===== config.mk =====
export PLATFORM = sky130hd
export DESIGN_NAME = luma_serializer
export DESIGN_NICKNAME = d
export VERILOG_FILES = /design/src/rtl/luma_ser_pkg.sv /design/src/rtl/lps_rst_sync.sv /design/src/rtl/lps_word_stage.sv /design/src/rtl/lps_pixel_pick.sv /design/src/rtl/lps_out_reg.sv /design/src/rtl/luma_serializer.sv
export SDC_FILE = /design/constraint.sdc
export NUM_CORES = 1
export LEC_CHECK = 0
export BUFFER_PORTS_ARGS = -buffer_cell sky130_fd_sc_hd__buf_2
export CORE_MARGIN = 5
export CORE_UTILIZATION = 60
export CTS_CLUSTER_SIZE = 20
export DETAILED_ROUTE_END_ITERATION = 12
export GPL_TIMING_DRIVEN = 0
export HOLD_SLACK_MARGIN = 0.1
export PLACE_DENSITY = 0.82
export REMOVE_ABC_BUFFERS = 1
export SLEW_MARGIN = 25
export SYNTH_ARGS = -nofsm -noshare
export SYNTH_HDL_FRONTEND = slang
export SYNTH_SLANG_ARGS = --single-unit

===== constraint.sdc =====
create_clock -name clk -period 2.8 [get_ports clk]
set_clock_uncertainty 0.05 [all_clocks]
set_input_delay 0.28 -clock clk [delete_from_list [all_inputs] [get_ports clk]]
set_output_delay 0.28 -clock clk [all_outputs]
set_load 0.02 [all_outputs]

===== src/rtl/luma_ser_pkg.sv =====
package luma_ser_pkg;

  typedef enum logic [1:0] {
    MODE_OFF = 2'b00,
    MODE_D4  = 2'b01,
    MODE_D2  = 2'b10,
    MODE_D1  = 2'b11
  } disp_mode_e;

  // Number of pixel depths the serializer can produce (4, 2 and 1 bit).
  localparam int unsigned NUM_DEPTHS = 3;

endpackage


===== src/rtl/lps_rst_sync.sv =====
module lps_rst_sync (
  input  logic clk,
  input  logic rst_n,
  output logic rst_n_sync
);

  logic [1:0] sync_q;

  always_ff @(posedge clk or negedge rst_n) begin
    if (!rst_n) sync_q <= 2'b00;
    else        sync_q <= {sync_q[0], 1'b1};
  end

  assign rst_n_sync = sync_q[1];

endmodule


===== src/rtl/lps_word_stage.sv =====
// Holding slot plus playout register. A word waits in the holding slot
// until the current word ends, then moves across whole.
module lps_word_stage #(
  parameter int unsigned WORD_W = 16,
  localparam int unsigned CNT_W = $clog2(WORD_W)
) (
  input  logic              clk,
  input  logic              rst_n,
  input  logic              load,
  input  logic [WORD_W-1:0] word,
  output logic              active,
  output logic [WORD_W-1:0] play,
  output logic [CNT_W-1:0]  tick
);

  localparam logic [CNT_W-1:0] LAST_TICK = CNT_W'(WORD_W - 1);

  logic [WORD_W-1:0] hold_q, hold_d;
  logic              held_q, held_d;
  logic [WORD_W-1:0] play_q, play_d;
  logic [CNT_W-1:0]  tick_q, tick_d;
  logic              act_q, act_d;
  logic              boundary;
  logic              hold_en, play_en;

  always_comb begin
    boundary = !act_q || (tick_q == LAST_TICK);
    hold_en  = load;
    hold_d   = word;
    play_en  = boundary && held_q;
    play_d   = hold_q;

    // Holding slot flag: a strobe always wins, otherwise a boundary drains it.
    if (load)          held_d = 1'b1;
    else if (boundary) held_d = 1'b0;
    else               held_d = held_q;

    // Tick counter and activity.
    if (boundary) begin
      tick_d = '0;
      act_d  = held_q;
    end else begin
      tick_d = tick_q + 1'b1;
      act_d  = act_q;
    end
  end

  always_ff @(posedge clk or negedge rst_n) begin
    if (!rst_n) begin
      hold_q <= '0;
      held_q <= 1'b0;
      play_q <= '0;
      tick_q <= '0;
      act_q  <= 1'b0;
    end else begin
      if (hold_en) hold_q <= hold_d;
      if (play_en) play_q <= play_d;
      held_q <= held_d;
      tick_q <= tick_d;
      act_q  <= act_d;
    end
  end

  assign active = act_q;
  assign play   = play_q;
  assign tick   = tick_q;

endmodule


===== src/rtl/lps_pixel_pick.sv =====
// Picks the pixel under the current tick for each depth and widens it by
// bit replication; the mode then selects one lane.
module lps_pixel_pick
  import luma_ser_pkg::*;
#(
  parameter int unsigned WORD_W = 16,
  parameter int unsigned LUMA_W = 4,
  localparam int unsigned CNT_W = $clog2(WORD_W)
) (
  input  logic [WORD_W-1:0] play,
  input  logic [CNT_W-1:0]  tick,
  input  disp_mode_e        mode,
  input  logic              show,
  output logic [LUMA_W-1:0] luma_d,
  output logic              vld_d
);

  logic [LUMA_W-1:0] lane_code [NUM_DEPTHS];

  for (genvar k = 0; k < NUM_DEPTHS; k++) begin : g_lane
    localparam int unsigned BITS = LUMA_W >> k;
    localparam int unsigned LB   = $clog2(BITS);
    localparam logic [CNT_W-1:0] BASE_MASK = ~CNT_W'((1 << LB) - 1);

    logic [CNT_W-1:0]  base;
    logic [WORD_W-1:0] aligned;

    // A pixel of BITS bits lasts BITS ticks: the first tick of the pixel is
    // also the bit offset of its most significant bit.
    assign base    = tick & BASE_MASK;
    assign aligned = play << base;
    assign lane_code[k] = {(LUMA_W / BITS){aligned[WORD_W-1 -: BITS]}};
  end

  always_comb begin
    case (mode)
      MODE_D4: luma_d = lane_code[0];
      MODE_D2: luma_d = lane_code[1];
      MODE_D1: luma_d = lane_code[2];
      default: luma_d = '0;
    endcase
    vld_d = show && (mode != MODE_OFF);
    if (!vld_d) luma_d = '0;
  end

endmodule


===== src/rtl/lps_out_reg.sv =====
module lps_out_reg #(
  parameter int unsigned LUMA_W = 4
) (
  input  logic              clk,
  input  logic              rst_n,
  input  logic [LUMA_W-1:0] luma_d,
  input  logic              vld_d,
  output logic [LUMA_W-1:0] luma_q,
  output logic              vld_q
);

  always_ff @(posedge clk or negedge rst_n) begin
    if (!rst_n) begin
      luma_q <= '0;
      vld_q  <= 1'b0;
    end else begin
      luma_q <= luma_d;
      vld_q  <= vld_d;
    end
  end

endmodule


===== src/rtl/luma_serializer.sv =====
module luma_serializer
  import luma_ser_pkg::*;
#(
  parameter int unsigned WORD_W = 16,
  parameter int unsigned LUMA_W = 4
) (
  input  logic              clk,
  input  logic              rst_n,
  input  logic              load,
  input  logic [WORD_W-1:0] word,
  input  logic [1:0]        mode,
  input  logic              disp_en,
  output logic [LUMA_W-1:0] luma,
  output logic              luma_vld
);

  localparam int unsigned CNT_W = $clog2(WORD_W);

  logic              rst_n_sync;
  logic              active;
  logic [WORD_W-1:0] play;
  logic [CNT_W-1:0]  tick;
  disp_mode_e        mode_e;
  logic [LUMA_W-1:0] luma_d;
  logic              vld_d;

  assign mode_e = disp_mode_e'(mode);

  lps_rst_sync u_rst (
    .clk        (clk),
    .rst_n      (rst_n),
    .rst_n_sync (rst_n_sync)
  );

  lps_word_stage #(.WORD_W(WORD_W)) u_stage (
    .clk    (clk),
    .rst_n  (rst_n_sync),
    .load   (load),
    .word   (word),
    .active (active),
    .play   (play),
    .tick   (tick)
  );

  lps_pixel_pick #(.WORD_W(WORD_W), .LUMA_W(LUMA_W)) u_pick (
    .play   (play),
    .tick   (tick),
    .mode   (mode_e),
    .show   (active && disp_en),
    .luma_d (luma_d),
    .vld_d  (vld_d)
  );

  lps_out_reg #(.LUMA_W(LUMA_W)) u_out (
    .clk    (clk),
    .rst_n  (rst_n_sync),
    .luma_d (luma_d),
    .vld_d  (vld_d),
    .luma_q (luma),
    .vld_q  (luma_vld)
  );

endmodule


### Word-level counts from Yosys, hierarchy flattened

Index checks and enable logic that the tools add are counted.

| storage, ports and cells | value |
|---|---|
| register bits | 45 |
| bits of input ports | 22 |
| output and inout port bits | 5 |
| word-level logic and storage cells | 28 |

| cells by class | value |
|---|---|
| add/sub/neg operators | 1 |
| equal/unequal tests | 4 |
| shifts and indexed selects | 3 |
| muxes and demuxes | 5 |
| reductions and logical operators | 7 |

Operators by type and width:

| operator | count |
|---|---|
| left shift 16 x 4 -> 16 bit | 3 |
| one-hot mux 4 bit (3 select lines) | 1 |
| 2-to-1 mux 4 bit | 2 |
| adder 4 x 1 -> 4 bit (second input constant) | 1 |
| equality test 2 bit (second input constant) | 2 |
| equality test 4 bit (second input constant) | 1 |
| nonzero test 2 bit | 2 |
| logical AND 1 bit | 3 |
| equality test 2 x 1 -> 1 bit (second input constant) | 1 |
| 2-to-1 mux 1 bit | 2 |
| logical NOT 1 bit | 1 |
| logical OR 1 bit | 1 |

### Logic depth before layout (Yosys ltp)

Gate-level depths: netlist of run 1.

| depth | value |
|---|---|
| depth after elaboration | 4 |
| gate-level depth with buffers | 7 |
| depth with buffers taken out | 5 |

### Modules after synthesis

From an unflattened synthesis of run 1, not the netlist that was laid out.

| second synthesis, totals | value |
|---|---|
| cells, all modules | 131 |
| area, all modules | 2100.8 sq um |

Modules (own cells, without submodules):

| module | times used | cells each | area an instance (sq um) | seq. area each (sq um) |
|---|---|---|---|---|
| lps_word_stage | 1 | 86 | 1490.2 | 950.9 |
| lps_pixel_pick | 1 | 36 | 425.4 | 0.0 |
| lps_out_reg | 1 | 5 | 125.1 | 125.1 |
| lps_rst_sync | 1 | 3 | 53.8 | 50.0 |
| luma_serializer | 1 | 1 | 6.3 | 0.0 |

### Worst setup path after synthesis of run 1

No wires, ideal clock.

| path | value |
|---|---|
| path kind | reg2reg |
| start | reg u_stage.tick_q[0] (netlist: u_stage.tick[0]) |
| end | reg u_stage.play_q[10] (netlist: u_stage.play[10]) |
| setup time | 0.127 ns |
| arrival | 1.514 ns |
| data required time | 2.623 ns |
| slack | 1.108 ns |
| stages on the path, launching flop included | 8 |
| path buffers | 2 |
| clock period less this slack | 1.692 ns |
| cells stage by stage | dfrtp_1 > ha_1 > nand3_2 > nand2_1 > and2_1 > buf_6 > buf_6 > mux2_1 |

| on the way | value |
|---|---|
| word-level cells in the longest chain between the ends | 3 |

Ends and longest elaborated chain:

| what | RTL line | source |
|---|---|---|
| start, declared | lps_word_stage.sv:21 | `logic [CNT_W-1:0] tick_q, tick_d;` |
| start signal, assigned | lps_word_stage.sv:59 | `tick_q <= tick_d;` |
| equality test 4 bit | lps_word_stage.sv:27 | `boundary = !act_q \|\| (tick_q == LAST_TICK);` |
| logical OR 1 bit | lps_word_stage.sv:27 |  |
| logical AND 1 bit | lps_word_stage.sv:30 | `play_en = boundary && held_q;` |
| end signal, assigned | lps_word_stage.sv:57 | `if (play_en) play_q <= play_d;` |
| end, declared | lps_word_stage.sv:20 | `logic [WORD_W-1:0] play_q, play_d;` |

No other way between the ends.
A chain may end at the register's enable or synchronous reset.

### Worst setup path after layout of run 1

| path | value |
|---|---|
| start | reg u_stage.tick_q[0] (netlist: u_stage.tick[0]) |
| end | reg u_stage.play_q[14] (netlist: u_stage.play[14]) |

Same word-level chain as after synthesis.

==> results of run 1 <==
[how the worst max path moves through the flow]
stage / start / endpoint / slack (ns) / depth (start not counted)
floorplan: u_stage.tick[0] / u_stage.play[0] / 0.70 / 5
global placement: u_stage.tick[0] / u_stage.play[15] / 0.39 / 5
detailed placement: u_stage.tick[0] / u_stage.play[14] / 0.36 / 5
CTS: u_stage.tick[0] / u_stage.play[14] / 0.34 / 5
global route: u_stage.tick[0] / u_stage.play[14] / 0.18 / 5
finish: u_stage.tick[0] / u_stage.play[14] / 0.36 / 5
[state kept, by name, indices dropped and copies added, names as in the netlist]
signal,count
u_stage.hold_q,16
u_stage.play,16
u_out.luma_q,4
u_stage.tick,4
u_rst.sync_q,2
u_out.vld_q,1
u_stage.active,1
u_stage.held_q,1
[stage by stage]
stage / instance area (um2) / setup slack (ns) / total power (W) / instances / utilization, %
after CTS: 2465 / 0.3417 / 0.001239 / 244 / 73.29
after global routing: 2485 / 0.1829 / 0.001297 / 246 / 73.88
after global placement: 2235 / 0.3935 / 0.0009142 / 220 / 66.44
after detailed placement: 2263 / 0.3589 / 0.0009333 / 221 / 67.30
final: 2485 / 0.3551 / 0.001228 / 246 / 73.88
after floorplan: 2047 / 0.6964 / 0.0008676 / 148 / -
[repair_timing]
item | in CTS | in global routing
endpoints found under the setup margin | 0 | 0
endpoints found under the hold margin | 16 | 2
hold buffers | 15 | 2
[final cells by class]
| class | count | share of cell area, % |
|---|---|---|
| sequential | 45 | 45.37 |
| multi-input combinational | 102 | 36.91 |
| timing repair buffer | 44 | 13.19 |
| tap | 46 | 2.316 |
| clock buffer | 6 | 1.662 |
| clock inverter | 2 | 0.4028 |
| inverter | 1 | 0.1511 |
[routing by layer]
| layer | wire length (um) | vias to the layer above |
|---|---|---|
| met2 | 2038 | 35 |
| met3 | 207 | 6 |
| met4 | 55 | 0 |
| li1 | - | 656 |
| met1 | 1571 | 709 |
| met5 | 0 | - |
[logic make-up after synthesis]
| group | share of synthesized area, % |
|---|---|
| AO/OA/AOI/OAI | 5.855 |
| buffers and inverters | 3.429 |
| AND/OR/NAND/NOR | 8.930 |
| XOR/XNOR | 0.8281 |
| other | 0.1772 |
| multiplexers | 26.97 |
| adder cells (fa/ha/maj) | 0.5913 |
| flip-flops | 53.22 |
[cells in the mapped netlist (2+ instances only)]
| cell type | n | area, um2 |
|---|---|---|
| nor2b_1 | 10 | 62.56 |
| a31oi_1 | 6 | 37.54 |
| and3_1 | 2 | 12.51 |
| xor2_1 | 2 | 17.52 |
| buf_2 | 4 | 20.02 |
| nand3_1 | 3 | 15.01 |
| buf_6 | 3 | 33.78 |
| dfrtp_1 | 45 | 1126 |
| mux2_2 | 22 | 247.7 |
| mux2i_1 | 12 | 120.1 |
| nand2_1 | 10 | 37.54 |
| a2111oi_0 | 3 | 26.28 |
| nand4_1 | 2 | 12.51 |
| mux4_2 | 4 | 90.09 |
| nor2_1 | 2 | 7.510 |
| and2_1 | 2 | 12.51 |
| mux2_1 | 10 | 112.6 |
[report_power, final]
group          switching [W]  total, W  internal [W]
clock network       0.000195  0.000291     0.0000958
logic              0.0000669  0.000173      0.000106
registers          0.0000538  0.000764      0.000711
total               0.000316   0.00123      0.000912
==> metrics.yaml, run 1 <==
run_status:
  status: "complete, no violations"
synth:
  synthArstFlopShare_pct: 100.0
  synth_area_um2: 2116
  synthDistinctLibCells: 33
  avgSynthCellArea_um2: 13.39
  synth_edf_count: 0
  syn_inst: 158
  ys_seq_elements: 45
  ys_seq_area_share_pct: 53.22
  yosysWarnings: 0
  synth_flop_cell: "dfrtp_1"
sta:
  fmax_mhz: 409.0
  rsz0062_at_grt: "false"
  max-slew-margin-rel_pct: 45.03
  slew_viol_final: 0
  setup_viol: 0
  totalNegativeSetupSlack_ns: 0
  post-route-period-util_pct: 87.32
  finalHoldViolCount: 0
  min_period_ns: 2.445
  worst_pin_slew_ns: 0.8246
  holdWs_ns: 0.1653
cts:
  htreeDepth: 2
  cts_inserted_buffers: 5
  cts_buffer_depth: 2
  path_clk_slew_ns: 0.12
  tritoncts: "built"
  cts_resized: 0
  clk_latency_ns: 0.36
  numClockSinks: 45
  post-cts-setup-buffers: 0
  ctsRootBufferMaster: "clkbuf_4"
route:
  finalWirelength_um: 3873
  vias: 1406
  drt_iter0_markers: 44
  drc: 0
  drt-vias-per-instance: 5.715
  first_pass_iters: 4
  wire_per_inst_um: 15.74
  ant_nets: 0
die:
  core_area_um2: 3363
  start_util_pct: 62.91
  die_w_um: 69.38
  fp.dieH_um: 69.38
  dieArea_um2: 4814
  num_rows: 21
  io_pins: 27
global_route:
  grt_pass1_wl_um: 6796
  antenna_found_initial: 0
  grtUsageMet1_pct: 18.79
  use_met2_pct: 31.78
  busiest_layer: "met2"
  grt_remaining_overflow: 0
  grt_pass1_vias: 1556
  grt_max_degree: 24
  grtUsageMet3_pct: 6.232
  grt_util_all_layers_pct: 17.72
setup_path:
  cp_cell_sequence: "ha_1 -> nand3_2 -> nand2_1 -> and2_1 -> mux2_2"
  path_max_fanout: 16
  critPathBufInv: 0
  r2r_end: "u_stage.play[14]"
  worstPathRequired_ns: 3.00
  start_kind: "flop"
  rrSetupSlack_ns: 0.36
  path_class: "flop to flop"
  critPathMaxStageDelay_ns: 0.69
  critPathSlowestCell: "dfrtp_1"
  critical_path.top_delay_family: "simple AND/OR/NAND/NOR gates"
  reg2regPathDepth: 5
  crit_arrival_ns: 2.65
  r2r-start: "u_stage.tick[0]"
  end_kind: "flop"
flow_run:
  maxCapViolCount: 0
layout:
  multi_input_area_um2: 917.1
  syn_to_final_growth_pct: 17.45
  fill_cells: 256
  nets: 222
  seq_area_um2: 1127
  drive_gt1_share_pct: 32.50
  layout_commonest_cell: "dfrtp_1"
  final_cell_mix: "44 x dfrtp_1, 26 x buf_2, 22 x mux2_2"
  diodes: 0
placed_design:
  gp_congestion: 0.8536
  io_buffer_count: 26
  dp_hpwl_um: 2748
pwr:
  powerDensity_nw_per_um2: 494.2
  ir_worst_vdd_v: 0.0003775
  leakagePower_nw: 1.061
min_path:
  min_path_type: "input port to asynchronous set/reset pin"
Power figures use the tool's default switching activity.
==> run 2: changes to the inputs <==
--- a/config.mk
+++ b/config.mk
@@ -5,7 +5,7 @@
 export SDC_FILE = /design/constraint.sdc
 export NUM_CORES = 1
 export LEC_CHECK = 0
-export BUFFER_PORTS_ARGS = -buffer_cell sky130_fd_sc_hd__buf_2
+export BUFFER_PORTS_ARGS = -buffer_cell sky130_fd_sc_hd__buf_4
 export CORE_MARGIN = 5
 export CORE_UTILIZATION = 60
 export CTS_CLUSTER_SIZE = 20
==> metrics.yaml, run 2 (synthesis gave the netlist of run 1 again) <==
layout:
  multi_input_area_um2: 917.1  # unchanged
  final_area_um2: 2582  # +3.9%
  diodes: 0  # unchanged
  seq_area_um2: 1127  # unchanged
  layout_commonest_cell: "dfrtp_1"
  final_cell_mix: "44 x dfrtp_1, 26 x buf_4, 22 x mux2_2"
  fill_cells: 254  # -0.78%
  nets: 222  # unchanged
  drive_gt1_share_pct: 33.00  # +0.50 points
  syn_to_final_growth_pct: 22.06
sta:
  setup_viol: 0  # unchanged
  layout_setup_ws_ns: 0.3066  # -0.04844 ns
  totalNegativeSetupSlack_ns: 0  # unchanged
  slew_viol_final: 0  # unchanged
  rsz0062_at_grt: "false"
  min_period_ns: 2.493  # +0.04844 ns
  max-slew-margin-rel_pct: 42.99  # -2.0 points
  finalHoldViolCount: 0  # unchanged
  post-route-period-util_pct: 89.05  # +1.7 points
  worst_pin_slew_ns: 0.8552  # +0.03054 ns
  fmax_mhz: 401.1  # -1.9%
route:
  ant_nets: 0  # unchanged
  wire_per_inst_um: 17.22  # +9.4%
  drt_iter0_markers: 53  # +20%
  first_pass_iters: 4  # unchanged
  vias: 1393  # -0.92%
  finalWirelength_um: 4237  # +9.4%
  drt-vias-per-instance: 5.663  # -0.92%
  drc: 0  # unchanged
setup_path:
  start_kind: "flop"
  cp_cell_sequence: "ha_1 -> nand3_2 -> nand2_1 -> and2_1 -> mux2_2"
  path_class: "flop to flop"
  critPathMaxStageDelay_ns: 0.72  # +0.03 ns
  worstPathRequired_ns: 3.01  # about the same
  crit_arrival_ns: 2.70  # +0.05 ns
  critical_path.top_delay_family: "simple AND/OR/NAND/NOR gates"
  critPathSlowestCell: "dfrtp_1"
  path_max_fanout: 16  # unchanged
  critPathBufInv: 0  # unchanged
  end_kind: "flop"
placed_design:
  place_area_um2: 2328  # +2.9%
  detailedPlace.worstSlack_ns: 0.3143  # -0.04453 ns
  gp_congestion: 0.8326  # -2.5%
  io_buffer_count: 26  # unchanged
  dp_hpwl_um: 2917  # +6.1%
run_status:
  status: "complete, no violations"
pwr:
  p_total_w: 0.001356  # +10%
  powerDensity_nw_per_um2: 525.2  # +6.3%
  leakagePower_nw: 1.090  # +2.7%
  ir_worst_vdd_v: 0.0004087  # +8.3%
global_route:
  antenna_found_initial: 0  # unchanged
  grt_max_degree: 24  # unchanged
  grt_util_all_layers_pct: 18.87  # +1.1 points
  grt_remaining_overflow: 0  # unchanged
  grt_pass1_wl_um: 7176  # +5.6%
  grt_pass1_vias: 1453  # -6.6%
cts:
  hold_buffers: 11  # -4
  post-cts-setup-buffers: 0  # unchanged
  cts_resized: 0  # unchanged
  numClockSinks: 45  # unchanged
  cts_buffer_depth: 2  # unchanged
  ctsRootBufferMaster: "clkbuf_4"
  clk_latency_ns: 0.37  # about the same
  htreeDepth: 2  # unchanged
  tritoncts: "built"
  cts_inserted_buffers: 5  # unchanged
  path_clk_slew_ns: 0.14  # +0.02 ns
min_path:
  min_path_type: "input port to asynchronous set/reset pin"
die:
  dieArea_um2: 4814  # unchanged
  fp.dieH_um: 69.38  # unchanged
  io_pins: 27  # unchanged
  num_rows: 21  # unchanged
  die_w_um: 69.38  # unchanged
  start_util_pct: 62.91  # unchanged
  core_area_um2: 3363  # unchanged
flow_run:
  maxCapViolCount: 0  # unchanged
-- run 2: layer usage --
| metal | up-vias | share of wire, % | track usage, % |
|---|---|---|---|
| li1 | 655 | - | - |
| met1 | 696 | 43 | 23.44 |
| met2 | 33 | 53 | 32.52 |
| met3 | 9 | 2.8 | 3.478 |
| met4 | 0 | 1.6 | 7.158 |
| met5 | - | 0 | 0 |
-- run 2: report_power, final --
part | internal (W) | leakage, nW | switching (W) | total (W)
clock | 0.000189 | 0.0414 | 0.000214 | 0.000403
combinational | 0.000117 | 0.509 | 0.0000688 | 0.000186
sequential | 0.000711 | 0.539 | 0.0000571 | 0.000768
total | 0.00102 | 1.09 | 0.000340 | 0.00136
-- run 2: path summary, 6_finish.rpt --
path | slack, ns | to | start | depth (start not counted)
setup / recovery | 0.31 | u_stage.play[13] | u_stage.tick[0] | 5
hold / removal | 0.17 | u_rst.sync_q[1] | rst_n | 2
setup reg to reg | 0.31 | u_stage.play[13] | u_stage.tick[0] | 5
hold reg to reg | 0.20 | u_stage.hold_q[7] | u_rst.sync_q[1] | 0
max in group asynchronous | 2.00 | u_stage.play[8] | u_rst.sync_q[1] | 1
min in group clk | 0.22 | u_out.luma_q[1] | mode[1] | 4
-- run 2: metrics by stage --
| stage | hold WS, ns | utilization (%) | cells |
|---|---|---|---|
| 3_3_place_gp | 0.01227 | 68.38 | 220 |
| 3_5_place_dp | 0.01366 | 69.23 | 221 |
| 5_1_grt | 0.1681 | 76.79 | 246 |
| 6_report | 0.1705 | 76.79 | 246 |
| 4_1_cts | 0.1001 | 75.00 | 240 |
| 2_1_floorplan | -0.06559 | - | 148 |
-- run 2: layout make-up --
class	instances	share of cell area (%)
inverters	1	0.1453
well taps	46	2.229
clock buffers	5	1.453
repair buffers	44	15.21
multi-input cells	102	35.51
flip-flops and latches	45	43.65
clock inverters	3	1.793
